`config.mk`:
```
export PLATFORM = sky130hd
export DESIGN_NAME = dp_collide_arb
export DESIGN_NICKNAME = d
export VERILOG_FILES = /design/src/rtl/dpca_pkg.sv /design/src/rtl/dpca_arrival.sv /design/src/rtl/dpca_judge.sv /design/src/rtl/dpca_gate.sv /design/src/rtl/dp_collide_arb.sv
export SDC_FILE = /design/constraint.sdc
export NUM_CORES = 1
export LEC_CHECK = 0
export ABC_AREA = 0
export BUFFER_PORTS_ARGS = -buffer_cell sky130_fd_sc_hd__buf_2
export CORE_MARGIN = 2
export CORE_UTILIZATION = 50
export DETAILED_ROUTE_END_ITERATION = 12
export PLACE_DENSITY_LB_ADDON = 0.2
export SLEW_MARGIN = 30
export SYNTH_ARGS = -nofsm -noshare
export SYNTH_HDL_FRONTEND = slang
export SYNTH_SLANG_ARGS = --single-unit
```
`constraint.sdc`:
```
create_clock -name clk -period 1.8 [get_ports clk]
set_clock_uncertainty 0.1 [all_clocks]
set_input_delay 0.18 -clock clk [delete_from_list [all_inputs] [get_ports clk]]
set_output_delay 0.18 -clock clk [all_outputs]
set_load 0.02 [all_outputs]
```
`src/rtl/dpca_pkg.sv`:
```
package dpca_pkg;
   typedef enum logic [1:0] {
      OWN_NONE  = 2'd0,
      OWN_LEFT  = 2'd1,
      OWN_RIGHT = 2'd2
   } owner_e;

   localparam int SIDES = 2;
endpackage

```
`src/rtl/dpca_arrival.sv`:
```
// Flags a port whose request is new this cycle: its select just rose,
// or its address moved while it stayed selected.
module dpca_arrival #(
   parameter int ADDR_W = 13
) (
   input  logic              clk,
   input  logic              rst_n,
   input  logic              sel,
   input  logic [ADDR_W-1:0] addr,
   output logic              fresh
);
   logic              sel_q;
   logic [ADDR_W-1:0] addr_q;

   always_ff @(posedge clk or negedge rst_n) begin
      if (!rst_n) begin
         sel_q  <= 1'b0;
         addr_q <= '0;
      end else begin
         sel_q  <= sel;
         addr_q <= addr;
      end
   end

   assign fresh = sel & (~sel_q | (addr != addr_q));
endmodule

```
`src/rtl/dpca_judge.sv`:
```
// Decides the owner of a contested address and keeps it while the
// collision lasts; the busy flags are the registered loss indications.
module dpca_judge
   import dpca_pkg::*;
#(
   parameter int ADDR_W = 13
) (
   input  logic              clk,
   input  logic              rst_n,
   input  logic              sel_l,
   input  logic              sel_r,
   input  logic [ADDR_W-1:0] addr_l,
   input  logic [ADDR_W-1:0] addr_r,
   input  logic              fresh_l,
   input  logic              fresh_r,
   output logic              lose_l,
   output logic              lose_r,
   output logic              busy_l_n,
   output logic              busy_r_n
);
   owner_e owner_q, owner_d, pick, win_now;
   logic   collide;

   assign collide = sel_l & sel_r & (addr_l == addr_r);

   always_comb begin
      // Only the left arriving late hands the location to the right;
      // a same-cycle tie falls to the left.
      if (fresh_l && !fresh_r) pick = OWN_RIGHT;
      else                     pick = OWN_LEFT;
      win_now = (owner_q == OWN_NONE) ? pick : owner_q;
      owner_d = collide ? win_now : OWN_NONE;
   end

   assign lose_l = collide & (win_now == OWN_RIGHT);
   assign lose_r = collide & (win_now == OWN_LEFT);

   always_ff @(posedge clk or negedge rst_n) begin
      if (!rst_n) begin
         owner_q  <= OWN_NONE;
         busy_l_n <= 1'b1;
         busy_r_n <= 1'b1;
      end else begin
         owner_q  <= owner_d;
         busy_l_n <= ~lose_l;
         busy_r_n <= ~lose_r;
      end
   end
endmodule

```
`src/rtl/dpca_gate.sv`:
```
// Per-port access qualification: a write needs the hold released,
// a read always passes.
module dpca_gate (
   input  logic sel,
   input  logic wr,
   input  logic hold,
   output logic wr_go,
   output logic rd_go
);
   assign wr_go = sel & wr & ~hold;
   assign rd_go = sel & ~wr;
endmodule

```
`src/rtl/dp_collide_arb.sv`:
```
module dp_collide_arb
   import dpca_pkg::*;
#(
   parameter int ADDR_W = 13,
   parameter bit MASTER = 1'b1
) (
   input  logic              clk,
   input  logic              rst_n,
   input  logic              sel_l,
   input  logic              wr_l,
   input  logic [ADDR_W-1:0] addr_l,
   input  logic              sel_r,
   input  logic              wr_r,
   input  logic [ADDR_W-1:0] addr_r,
   input  logic              busy_in_l_n,
   input  logic              busy_in_r_n,
   output logic              busy_l_n,
   output logic              busy_r_n,
   output logic              wr_go_l,
   output logic              wr_go_r,
   output logic              rd_go_l,
   output logic              rd_go_r
);
   localparam int AW_MAX = 32;

   if (ADDR_W < 1 || ADDR_W > AW_MAX) begin : g_bad_width
      $error("dp_collide_arb: ADDR_W must lie in 1..%0d", AW_MAX);
   end

   logic [SIDES-1:0] sel_v, wr_v, hold_v, wr_go_v, rd_go_v;

   assign sel_v = {sel_r, sel_l};
   assign wr_v  = {wr_r, wr_l};

   for (genvar s = 0; s < SIDES; s++) begin : g_port
      dpca_gate u_gate (
         .sel   (sel_v[s]),
         .wr    (wr_v[s]),
         .hold  (hold_v[s]),
         .wr_go (wr_go_v[s]),
         .rd_go (rd_go_v[s])
      );
   end

   assign wr_go_l = wr_go_v[0];
   assign wr_go_r = wr_go_v[1];
   assign rd_go_l = rd_go_v[0];
   assign rd_go_r = rd_go_v[1];

   if (MASTER) begin : g_master
      logic [ADDR_W-1:0] addr_v [SIDES];
      logic [SIDES-1:0]  fresh_v;
      logic              lose_l, lose_r;
      logic              unused_slave_pins;

      assign addr_v[0] = addr_l;
      assign addr_v[1] = addr_r;
      assign unused_slave_pins = busy_in_l_n ^ busy_in_r_n;

      for (genvar s = 0; s < SIDES; s++) begin : g_arr
         dpca_arrival #(.ADDR_W(ADDR_W)) u_arr (
            .clk   (clk),
            .rst_n (rst_n),
            .sel   (sel_v[s]),
            .addr  (addr_v[s]),
            .fresh (fresh_v[s])
         );
      end

      dpca_judge #(.ADDR_W(ADDR_W)) u_judge (
         .clk      (clk),
         .rst_n    (rst_n),
         .sel_l    (sel_l),
         .sel_r    (sel_r),
         .addr_l   (addr_l),
         .addr_r   (addr_r),
         .fresh_l  (fresh_v[0]),
         .fresh_r  (fresh_v[1]),
         .lose_l   (lose_l),
         .lose_r   (lose_r),
         .busy_l_n (busy_l_n),
         .busy_r_n (busy_r_n)
      );

      assign hold_v = {lose_r, lose_l};
   end else begin : g_slave
      logic unused_master_pins;

      assign unused_master_pins = clk ^ rst_n ^ (^addr_l) ^ (^addr_r);
      assign hold_v   = ~{busy_in_r_n, busy_in_l_n};
      assign busy_l_n = 1'b1;
      assign busy_r_n = 1'b1;
   end
endmodule

```
# Word level (Yosys, flattened, before mapping)
# Cells that the tools add are included.
# W data, S select, Z words.
[classes]
shift = 0
mul = 0
div = 0
reduce_logical = 3
addsub = 0
eq_ne = 5
bitwise_logic = 20
magnitude_cmp = 0
mux = 3
[op_table]
columns = ["cell", "n"]
rows = [
  ["$ne A13 B13 Y1", 2],
  ["$eq A13 B13 Y1", 1],
  ["$and A1 B1 Y1", 12],
  ["$mux W2", 3],
  ["$not A1 Y1", 6],
  ["$eq A2 B1 Y1 const B", 1],
  ["$eq A2 B2 Y1 const B", 1],
  ["$logic_not A2 Y1", 1],
  ["$or A1 B1 Y1", 2],
  ["$logic_and A1 B1 Y1", 1],
  ["$logic_not A1 Y1", 1],
]
[word_totals]
ramBits = 0
register_bits = 32
latchBits = 0
memories = 0
rom_bits = 0
wordCells = 38

# Depth between registers and ports, before layout
# Gate-level depths: netlist of the first run.
[depth]
depth_word = 11
mapped_depth = 5

# Cells and area by module
# From an unflattened synthesis of the first run, not the netlist that was laid out.
[hier_totals]
hier_cells = 104
area_unflattened_um2 = 1358.8
[by_module_without_submodules]
columns = ["mod", "cells_each", "seq_area_each_um2", "area_per_inst_um2", "instances"]
rows = [
  ["dpca_arrival", 32, 350.3, 496.7, 2],
  ["dpca_judge", 36, 102.6, 327.8, 1],
  ["dpca_gate", 2, 0.0, 18.8, 2],
]

# Least setup slack after synthesis of the first run
# Ideal clock, no wire load.
[synth_path]
path_type = "reg-to-output"
start = "register g_master.g_arr[0].u_arr.addr_q[4]"
end = "output port wr_go_l"
path_buffers = 0
stages_incl_launch_ff = 6
slack_ns = 0.071
t_arrival_ns = 1.449
cell_sequence = "dfrtp_1 > xnor2_1 > nand4_1 > nor4_2 > a22oi_1 > a21oi_1"
[synth_via]
elab_chain_len = 10
[synth_rtl]
columns = ["element", "line_no", "source"]
rows = [
  ["start: declaration", "dpca_arrival.sv:13", "logic [ADDR_W-1:0] addr_q;"],
  ["start signal: assignment", "dpca_arrival.sv:21", "addr_q <= addr;"],
  ["$ne A13 B13 Y1", "dpca_arrival.sv:25", "assign fresh = sel & (~sel_q | (addr != addr_q));"],
  ["$or A1 B1 Y1", "dpca_arrival.sv:25", ""],
  ["$and A1 B1 Y1", "dpca_arrival.sv:25", ""],
  ["$logic_and A1 B1 Y1", "dpca_judge.sv:29", "if (fresh_l && !fresh_r) pick = OWN_RIGHT;"],
  ["$mux W2", "dpca_judge.sv:29", ""],
  ["$mux W2", "dpca_judge.sv:31", "win_now = (owner_q == OWN_NONE) ? pick : owner_q;"],
  ["$eq A2 B2 Y1", "dpca_judge.sv:35", "assign lose_l = collide & (win_now == OWN_RIGHT);"],
  ["$and A1 B1 Y1", "dpca_judge.sv:35", ""],
  ["$not A1 Y1", "dpca_gate.sv:10", "assign wr_go = sel & wr & ~hold;"],
  ["$and A1 B1 Y1", "dpca_gate.sv:10", ""],
  ["end: declaration", "dp_collide_arb.sv:19", "output logic wr_go_l,"],
]
# No other way between the ends.

# Worst setup path after layout of the first run
[layout_path]
start = "register g_master.g_arr[1].u_arr.addr_q[12]"
end = "output port wr_go_r"
[layout_via]
elab_chain_len = 11
[layout_rtl]
columns = ["element", "line_no", "source"]
rows = [
  ["start: declaration", "dpca_arrival.sv:13", ""],
  ["start signal: assignment", "dpca_arrival.sv:21", ""],
  ["$ne A13 B13 Y1", "dpca_arrival.sv:25", ""],
  ["$or A1 B1 Y1", "dpca_arrival.sv:25", ""],
  ["$and A1 B1 Y1", "dpca_arrival.sv:25", ""],
  ["$logic_not A1 Y1", "dpca_judge.sv:29", ""],
  ["$logic_and A1 B1 Y1", "dpca_judge.sv:29", ""],
  ["$mux W2", "dpca_judge.sv:29", ""],
  ["$mux W2", "dpca_judge.sv:31", ""],
  ["$eq A2 B1 Y1", "dpca_judge.sv:36", "assign lose_r = collide & (win_now == OWN_LEFT);"],
  ["$and A1 B1 Y1", "dpca_judge.sv:36", ""],
  ["$not A1 Y1", "dpca_gate.sv:10", ""],
  ["$and A1 B1 Y1", "dpca_gate.sv:10", ""],
  ["end: declaration", "dp_collide_arb.sv:20", "output logic wr_go_r,"],
]
# No other way between the ends.

==> impl_metrics.env, run 1 <==
export IMPL_run_status="finished, violations left"
export IMPL_failed_checks="setup timing"
export IMPL_h_tree_depth=2
export IMPL_dieHeight_um=56.25
export IMPL_grt_setup_unrepaired="yes"
export IMPL_critical_setup_path_class="flip-flop to primary output"
export IMPL_leakage_nw=0.8861
export IMPL_number_of_iterations_in_the_first_detailed_routing_pass=4
export IMPL_drt_iter0_drc=7
export IMPL_number_of_global_route_vias_before_repair=1106
export IMPL_highest_net_fanout_along_the_worst_path=2
export IMPL_worstSetupStartpointType="flip-flop"
export IMPL_synth_nets=140
export IMPL_post_drt_via_cell_ratio=4.827
export IMPL_layout_area_overhead_vs_synth_pct=44.91
export IMPL_route_final_wire_length_mm=2.844
export IMPL_die_area_mm2=0.003164
export IMPL_routed_len_inst_um=13.29
export IMPL_arrival_ns=1.89
export IMPL_core_rowCount=18
export IMPL_critical_path_required_ns=1.52
export IMPL_initial_utilization_pct=54.12
export IMPL_placeableCoreArea_mm2=0.002522
export IMPL_total_power_per_unit_cell_area_mw_per_mm2=719.0
export IMPL_synth_area_per_cell_um2=12.88
export IMPL_worst_ir_drop_vdd_mv=0.5675
export IMPL_max_cap_viol_count=0
export IMPL_all_layer_global_routing_usage_pct=20.92
export IMPL_period_share_pct=120.7
export IMPL_antenna_found_initial=0
export IMPL_tritoncts="yes"
export IMPL_total_number_of_vias=1033
export IMPL_critical_path_endpoint_type="primary output"
export IMPL_finalSetupViolations=4
export IMPL_global_route_overflow_total=0
export IMPL_achievable_frequency_mhz=460.3
export IMPL_ant_nets=0
export IMPL_place_congestion=0.7496
export IMPL_finalCriticalPeriod_ns=2.173
export IMPL_maximum_number_of_pins_on_one_net_before_global_route_repair=33
export IMPL_ys_ff_latch=32
export IMPL_numPortBuffers=37
export IMPL_final_nets=217
export IMPL_slew_viol_final=0
export IMPL_cts_sinks=32
export IMPL_cts_made_buffers=5
export IMPL_synth_yosys_warnings=0
export IMPL_maxSlewHeadroom_pct=55.55
export IMPL_die_w_um=56.25
export IMPL_antenna_diode_count=0
export IMPL_finalWorstSetupSlack_ns=-0.3725
export IMPL_cts_root_to_sink_buffers=2
export IMPL_ys_seq_area_share_pct=58.85
export IMPL_synth_edff_count=0
export IMPL_timing_hold_violations_final=0
export IMPL_final_cell_mix="sky130_fd_sc_hd__buf_2, sky130_fd_sc_hd__dfrtp_1, sky130_fd_sc_hd__dlygate4sd3_1, sky130_fd_sc_hd__xor2_1, sky130_fd_sc_hd__xnor2_1"
export IMPL_total_power_of_the_final_layout_mw=1.422
export IMPL_clk_transition_reported_paths_ns=0.09
export IMPL_dp_hpwl_mm=1.856
export IMPL_worstMarginPinSlew_ns=0.6667
export IMPL_async_reset_ff_share_pct=100.0
export IMPL_layout_cells_most_common="sky130_fd_sc_hd__buf_2"
export IMPL_synth_area_mm2=0.001365
export IMPL_finalInstanceArea_mm2=0.001978
export IMPL_worst_skew_pair_late_latency_ns=0.32
export IMPL_synth_main_ff_cell="sky130_fd_sc_hd__dfrtp_1"
export IMPL_post_synth_inst_count=106
export IMPL_number_of_library_cell_types_mapped_by_synthesis=20
export IMPL_layout_drive_gt1_share_pct=29.89
export IMPL_worstHoldPathType="primary input to flip-flop"
export IMPL_pin_count=40
export IMPL_place_area_mm2=0.001603
export IMPL_finalSetupTns_ns=-0.9465
export IMPL_grt_first_pass_wirelength_mm=5.009
export IMPL_drc=0
export IMPL_clock_tree_root_cell="sky130_fd_sc_hd__clkbuf_4"
worst max-delay path: stages (launching register included):
cell and delay, ns:
sky130_fd_sc_hd__dfrtp_1 0.38, sky130_fd_sc_hd__xor2_1 0.16, sky130_fd_sc_hd__nor4_2 0.33, sky130_fd_sc_hd__nand4_1 0.17, sky130_fd_sc_hd__a22o_2 0.27, sky130_fd_sc_hd__a21oi_2 0.11
sky130_fd_sc_hd__buf_4 0.14
cells in the mapped netlist, drive strengths merged, types with 2 or more instances:
master | instances | area [um^2]
dfrtp | 30 | 750.7
xor2 | 21 | 183.9
xnor2 | 18 | 157.7
nand2 | 7 | 26.28
nor4 | 6 | 62.56
nand4 | 5 | 31.28
a21oi | 3 | 18.77
nor2 | 3 | 11.26
dfstp | 2 | 52.55
inv | 2 | 7.510
nor2b | 2 | 12.51
path summary, 6_finish.rpt:
path | start | to | slack (ns) | cells after the start
setup / recovery | g_master.g_arr[1].u_arr.addr_q[12] | wr_go_r | -0.37 | 6
hold / removal | sel_l | g_master.u_judge.owner_q[1] | 0.18 | 5
setup reg to reg | g_master.g_arr[1].u_arr.addr_q[12] | g_master.u_judge.owner_q[1] | -0.13 | 8
hold reg to reg | g_master.u_judge.owner_q[0] | g_master.u_judge.busy_l_n | 0.70 | 5
max in group asynchronous | rst_n | g_master.g_arr[0].u_arr.addr_q[7] | 0.85 | 2
min in group asynchronous | rst_n | g_master.g_arr[0].u_arr.addr_q[3] | 0.32 | 2
state kept, by name, indices dropped and copies added (netlist names):
name                         count
g_master.u_judge.busy_l_n        1
g_master.u_judge.busy_r_n        1
g_master.u_judge.owner_q         2
g_master.g_arr.u_arr.sel_q       2
g_master.g_arr.u_arr.addr_q     26
stage by stage:
| step | util (%) | setup slack [ns] | std cells | hold slack (ns) |
|---|---|---|---|---|
| 5_1_grt | 78.42 | -0.5061 | 214 | 0.2136 |
| 3_5_place_dp | 63.54 | -0.06332 | 175 | 0.1634 |
| 6_report | 78.42 | -0.3725 | 214 | 0.1804 |
| 3_3_place_gp | 63.54 | -0.03362 | 175 | 0.1526 |
| 2_1_floorplan | - | 0.07055 | 106 | -0.2156 |
| 4_1_cts | 77.78 | -0.3811 | 213 | 0.1573 |
timing repair:
action	in CTS	in global routing
hold endpoints to repair	58	0
setup endpoints to repair	2	5
resized for setup	1	1
pin swaps	5	2
setup buffers	1	1
gates cloned	0	0
hold buffers	29	0
where the power goes:
group	internal (mW)	leakage, nW	total (mW)	switching [mW]
clock network	0.193	0.0326	0.411	0.219
logic	0.132	0.478	0.247	0.115
registers	0.750	0.375	0.764	0.0137
total	1.07	0.886	1.42	0.348
cells by family (layout without fill, tap and decap cells):
family                 Yosys count  in the layout  share of synthesized area (%)
AO/OA/AOI/OAI                    5              5                          2.658
flip-flops                      32             32                          58.85
AND/OR/NAND/NOR                 28             28                          12.92
buffers and inverters            2             80                         0.5502
XOR/XNOR                        39             39                          25.02
area by class of cell:
type	instances	area, um^2
Clock buffer	8	58.81
Fill cell	181	544.3
Sequential cell	32	803.3
Inverter	2	7.507
Timing Repair Buffer	70	508.0
Multi-Input combinational cell	72	563.0
Tap cell	30	37.54
metal layers:
| metal | wire length (um) | GRT usage (%) |
|---|---|---|
| met5 | 0 | 0 |
| met4 | 56 | 9.524 |
| met3 | 137 | 5.530 |
| met2 | 1403 | 33.11 |
| met1 | 1247 | 26.94 |
Power figures use the tool's default switching activity.
==> run 2, diff against run 1 <==
--- a/config.mk
+++ b/config.mk
@@ -7,8 +7,10 @@
 export LEC_CHECK = 0
 export ABC_AREA = 0
 export BUFFER_PORTS_ARGS = -buffer_cell sky130_fd_sc_hd__buf_2
+export CELL_PAD_IN_SITES_DETAIL_PLACEMENT = 1
+export CELL_PAD_IN_SITES_GLOBAL_PLACEMENT = 1
 export CORE_MARGIN = 2
-export CORE_UTILIZATION = 50
+export CORE_UTILIZATION = 39
 export DETAILED_ROUTE_END_ITERATION = 12
 export PLACE_DENSITY_LB_ADDON = 0.2
 export SLEW_MARGIN = 30
==> run 2 against run 1 <==
Effect of this change: the run still ends with setup timing left; sequential power about the same; utilization down 19 points; power up 2.2%; clock power up 6.8%; register-to-register slack better by 0.12 ns; hold slack better by 0.048 ns; critical path type unchanged; fmax down 4.0%.
==> impl_metrics.env, run 2 (synthesis results as in run 1) <==
export IMPL_worstSetupStartpoint="g_master.g_arr[1].u_arr.addr_q[6]"
export IMPL_post_layout_nonfiller_instances=228
export IMPL_die_w_um=63.16
export IMPL_placeableCoreArea_mm2=0.003337
export IMPL_cts_root_to_sink_buffers=2
export IMPL_portion_of_total_power_attributed_to_combinational_logic_pct=17.2
export IMPL_grt_setup_unrepaired="yes"
export IMPL_antenna_found_initial=0
export IMPL_finalWorstSetupSlack_ns=-0.4633
export IMPL_leakage_nw=0.8828
export IMPL_highest_net_fanout_along_the_worst_path=2
export IMPL_drt_iter0_drc=30
export IMPL_worst_skew_pair_late_latency_ns=0.33
export IMPL_timing_critical_path_max_delay_family="simple AND/OR/NAND/NOR gates"
export IMPL_place_congestion=0.8478
export IMPL_period_share_pct=125.7
export IMPL_total_power_per_unit_cell_area_mw_per_mm2=727.3
export IMPL_clock_tree_root_cell="sky130_fd_sc_hd__clkbuf_4"
export IMPL_power_net_switching_uw=388.0
export IMPL_initial_utilization_pct=40.91
export IMPL_grt_first_pass_wirelength_mm=6.375
export IMPL_post_drt_via_cell_ratio=4.781
export IMPL_cellInternalPower_mw=1.066
export IMPL_footprint_of_the_multi_input_gates_um2=573.1
export IMPL_layout_cells_most_common="sky130_fd_sc_hd__buf_2"
export IMPL_antenna_diode_count=0
export IMPL_post_place_cells=191
export IMPL_max_stage_delay_ns=0.39
export IMPL_crit_path_top_delay_cell="sky130_fd_sc_hd__dfrtp_1"
export IMPL_dp_hpwl_mm=2.251
export IMPL_final_cell_mix="sky130_fd_sc_hd__buf_2, sky130_fd_sc_hd__dfrtp_1, sky130_fd_sc_hd__dlygate4sd3_1, sky130_fd_sc_hd__xor2_1, sky130_fd_sc_hd__xnor2_1"
export IMPL_total_number_of_vias=1090
export IMPL_timing_hold_violations_final=0
export IMPL_pin_count=40
export IMPL_maxSlewHeadroom_pct=52.70
export IMPL_global_route_overflow_total=0
export IMPL_tritoncts="yes"
export IMPL_cp_num_buf_inv=1
export IMPL_run_status="finished, violations left"
export IMPL_startpoint_of_the_lowest_slack_hold_path="sel_l"
export IMPL_max_cap_viol_count=0
export IMPL_largest_reg_flops=26
export IMPL_number_of_iterations_in_the_first_detailed_routing_pass=4
export IMPL_sequential_cell_area_um2=803.3
export IMPL_layout_drive_gt1_share_pct=31.87
export IMPL_final_nets=215
export IMPL_routed_len_inst_um=15.80
export IMPL_route_final_wire_length_mm=3.603
export IMPL_arrival_ns=1.98
export IMPL_top_register="g_master.g_arr.u_arr.addr_q"
export IMPL_power_share_switching_pct=26.68
export IMPL_n_fill_cell=377
export IMPL_h_tree_depth=2
export IMPL_timing_critical_path_cells="xor2_1 -> nor4_2 -> nand4_1 -> a22o_2 -> a21oi_2 -> buf_6"
export IMPL_worst_ir_drop_vdd_mv=0.4984
export IMPL_drc=0
export IMPL_critical_path_required_ns=1.52
export IMPL_finalSetupViolations=3
export IMPL_layout_area_overhead_vs_synth_pct=46.47
export IMPL_worstMarginPinSlew_ns=0.7095
export IMPL_achievable_frequency_mhz=441.8
export IMPL_critical_setup_path_class="flip-flop to primary output"
export IMPL_finalCriticalPeriod_ns=2.263
export IMPL_slew_viol_final=0
export IMPL_worstHoldPathType="primary input to flip-flop"
export IMPL_finalSetupTns_ns=-0.8708
export IMPL_number_of_global_route_vias_before_repair=1281
export IMPL_critical_path_endpoint_type="primary output"
export IMPL_worstSetupStartpointType="flip-flop"
export IMPL_hold_slack_ns=0.2284
export IMPL_die_area_mm2=0.003989
export IMPL_clk_transition_reported_paths_ns=0.11
export IMPL_biggestRegsByFlops="g_master.g_arr.u_arr.addr_q x26, g_master.g_arr.u_arr.sel_q x2, g_master.u_judge.owner_q x2"
export IMPL_all_layer_global_routing_usage_pct=21.60
export IMPL_numPortBuffers=37
export IMPL_dieHeight_um=63.16
export IMPL_reg2reg_from="g_master.g_arr[1].u_arr.addr_q[6]"
export IMPL_cts_sinks=32
export IMPL_register_share_of_total_power_pct=52.6
export IMPL_maximum_number_of_pins_on_one_net_before_global_route_repair=33
export IMPL_cts_made_buffers=5
export IMPL_failed_checks="setup timing"
export IMPL_core_rowCount=21
export IMPL_ant_nets=0
export IMPL_clkPwrFrac_pct=30.2
## run 2: cell types whose count changed in the layout (fill, tap and decap cells not counted), moves of 2 or more
cell	previous run	this run
sky130_fd_sc_hd__clkinv_2	0	2
sky130_fd_sc_hd__buf_4	5	2
sky130_fd_sc_hd__nor2_2	0	2
sky130_fd_sc_hd__nor2_1	3	1
sky130_fd_sc_hd__clkbuf_1	2	0
## run 2: power groups by stage
stage	combinational, mW	sequential [mW]	clock, mW
after floorplan	0.0949	0.776	0
after global placement	0.189	0.777	0
after detailed placement	0.195	0.779	0
after CTS	0.246	0.765	0.460
after global routing	0.279	0.769	0.492
final	0.250	0.765	0.439
## run 2: worst paths after layout
kind,end,slack [ns],depth (start not counted)
worst min register to register,g_master.u_judge.busy_r_n,0.73,4
min in group asynchronous,g_master.g_arr[0].u_arr.sel_q,0.32,2
worst max register to register,g_master.u_judge.owner_q[1],-0.01,6
max in group asynchronous,g_master.g_arr[0].u_arr.addr_q[8],0.81,2
worst min-delay path,g_master.u_judge.owner_q[0],0.23,5
worst max-delay path,wr_go_r,-0.46,6
## run 2: metrics by stage
step	instance area (um^2)	power, mW	setup WS (ns)	utilization, %
3_5_place_dp	1623	0.9733	-0.05207	48.63
5_1_grt	1999	1.540	-0.5693	59.92
2_1_floorplan	1365	0.8711	0.07055	-
4_1_cts	1991	1.472	-0.4191	59.66
6_report	1999	1.454	-0.4633	59.92
3_3_place_gp	1623	0.9661	-0.03335	48.63
## run 2: final cells by class
| type | instances | share of cell area, % |
|---|---|---|
| flip-flops and latches | 32 | 40.18 |
| multi-input cells | 72 | 28.66 |
| repair buffers | 68 | 24.84 |
| well taps | 46 | 2.879 |
| clock buffers | 6 | 2.566 |
| clock inverters | 2 | 0.5006 |
| inverters | 2 | 0.3755 |
## run 2: metal layers
metal | global-route usage [%] | wire [um]
met1 | 24.59 | 1441
met5 | 0 | 0
met2 | 36.44 | 1836
met3 | 6.429 | 180
met4 | 11.39 | 144
## run 2: worst register-to-register path, stage by stage (launching register included)
cell	delay [ns]
sky130_fd_sc_hd__dfrtp_1	0.39
sky130_fd_sc_hd__xor2_1	0.17
sky130_fd_sc_hd__nor4_2	0.36
sky130_fd_sc_hd__nand4_1	0.20
sky130_fd_sc_hd__a22o_2	0.26
sky130_fd_sc_hd__buf_4	0.14
sky130_fd_sc_hd__nor2_2	0.10
## run 2: what timing repair did
item	4_1_cts	5_1_grt
pin swaps	6	3
endpoints found under the hold margin	58	0
setup buffers	0	1
hold buffers	29	0
gates resized for setup	3	3
setup endpoints to repair	2	6
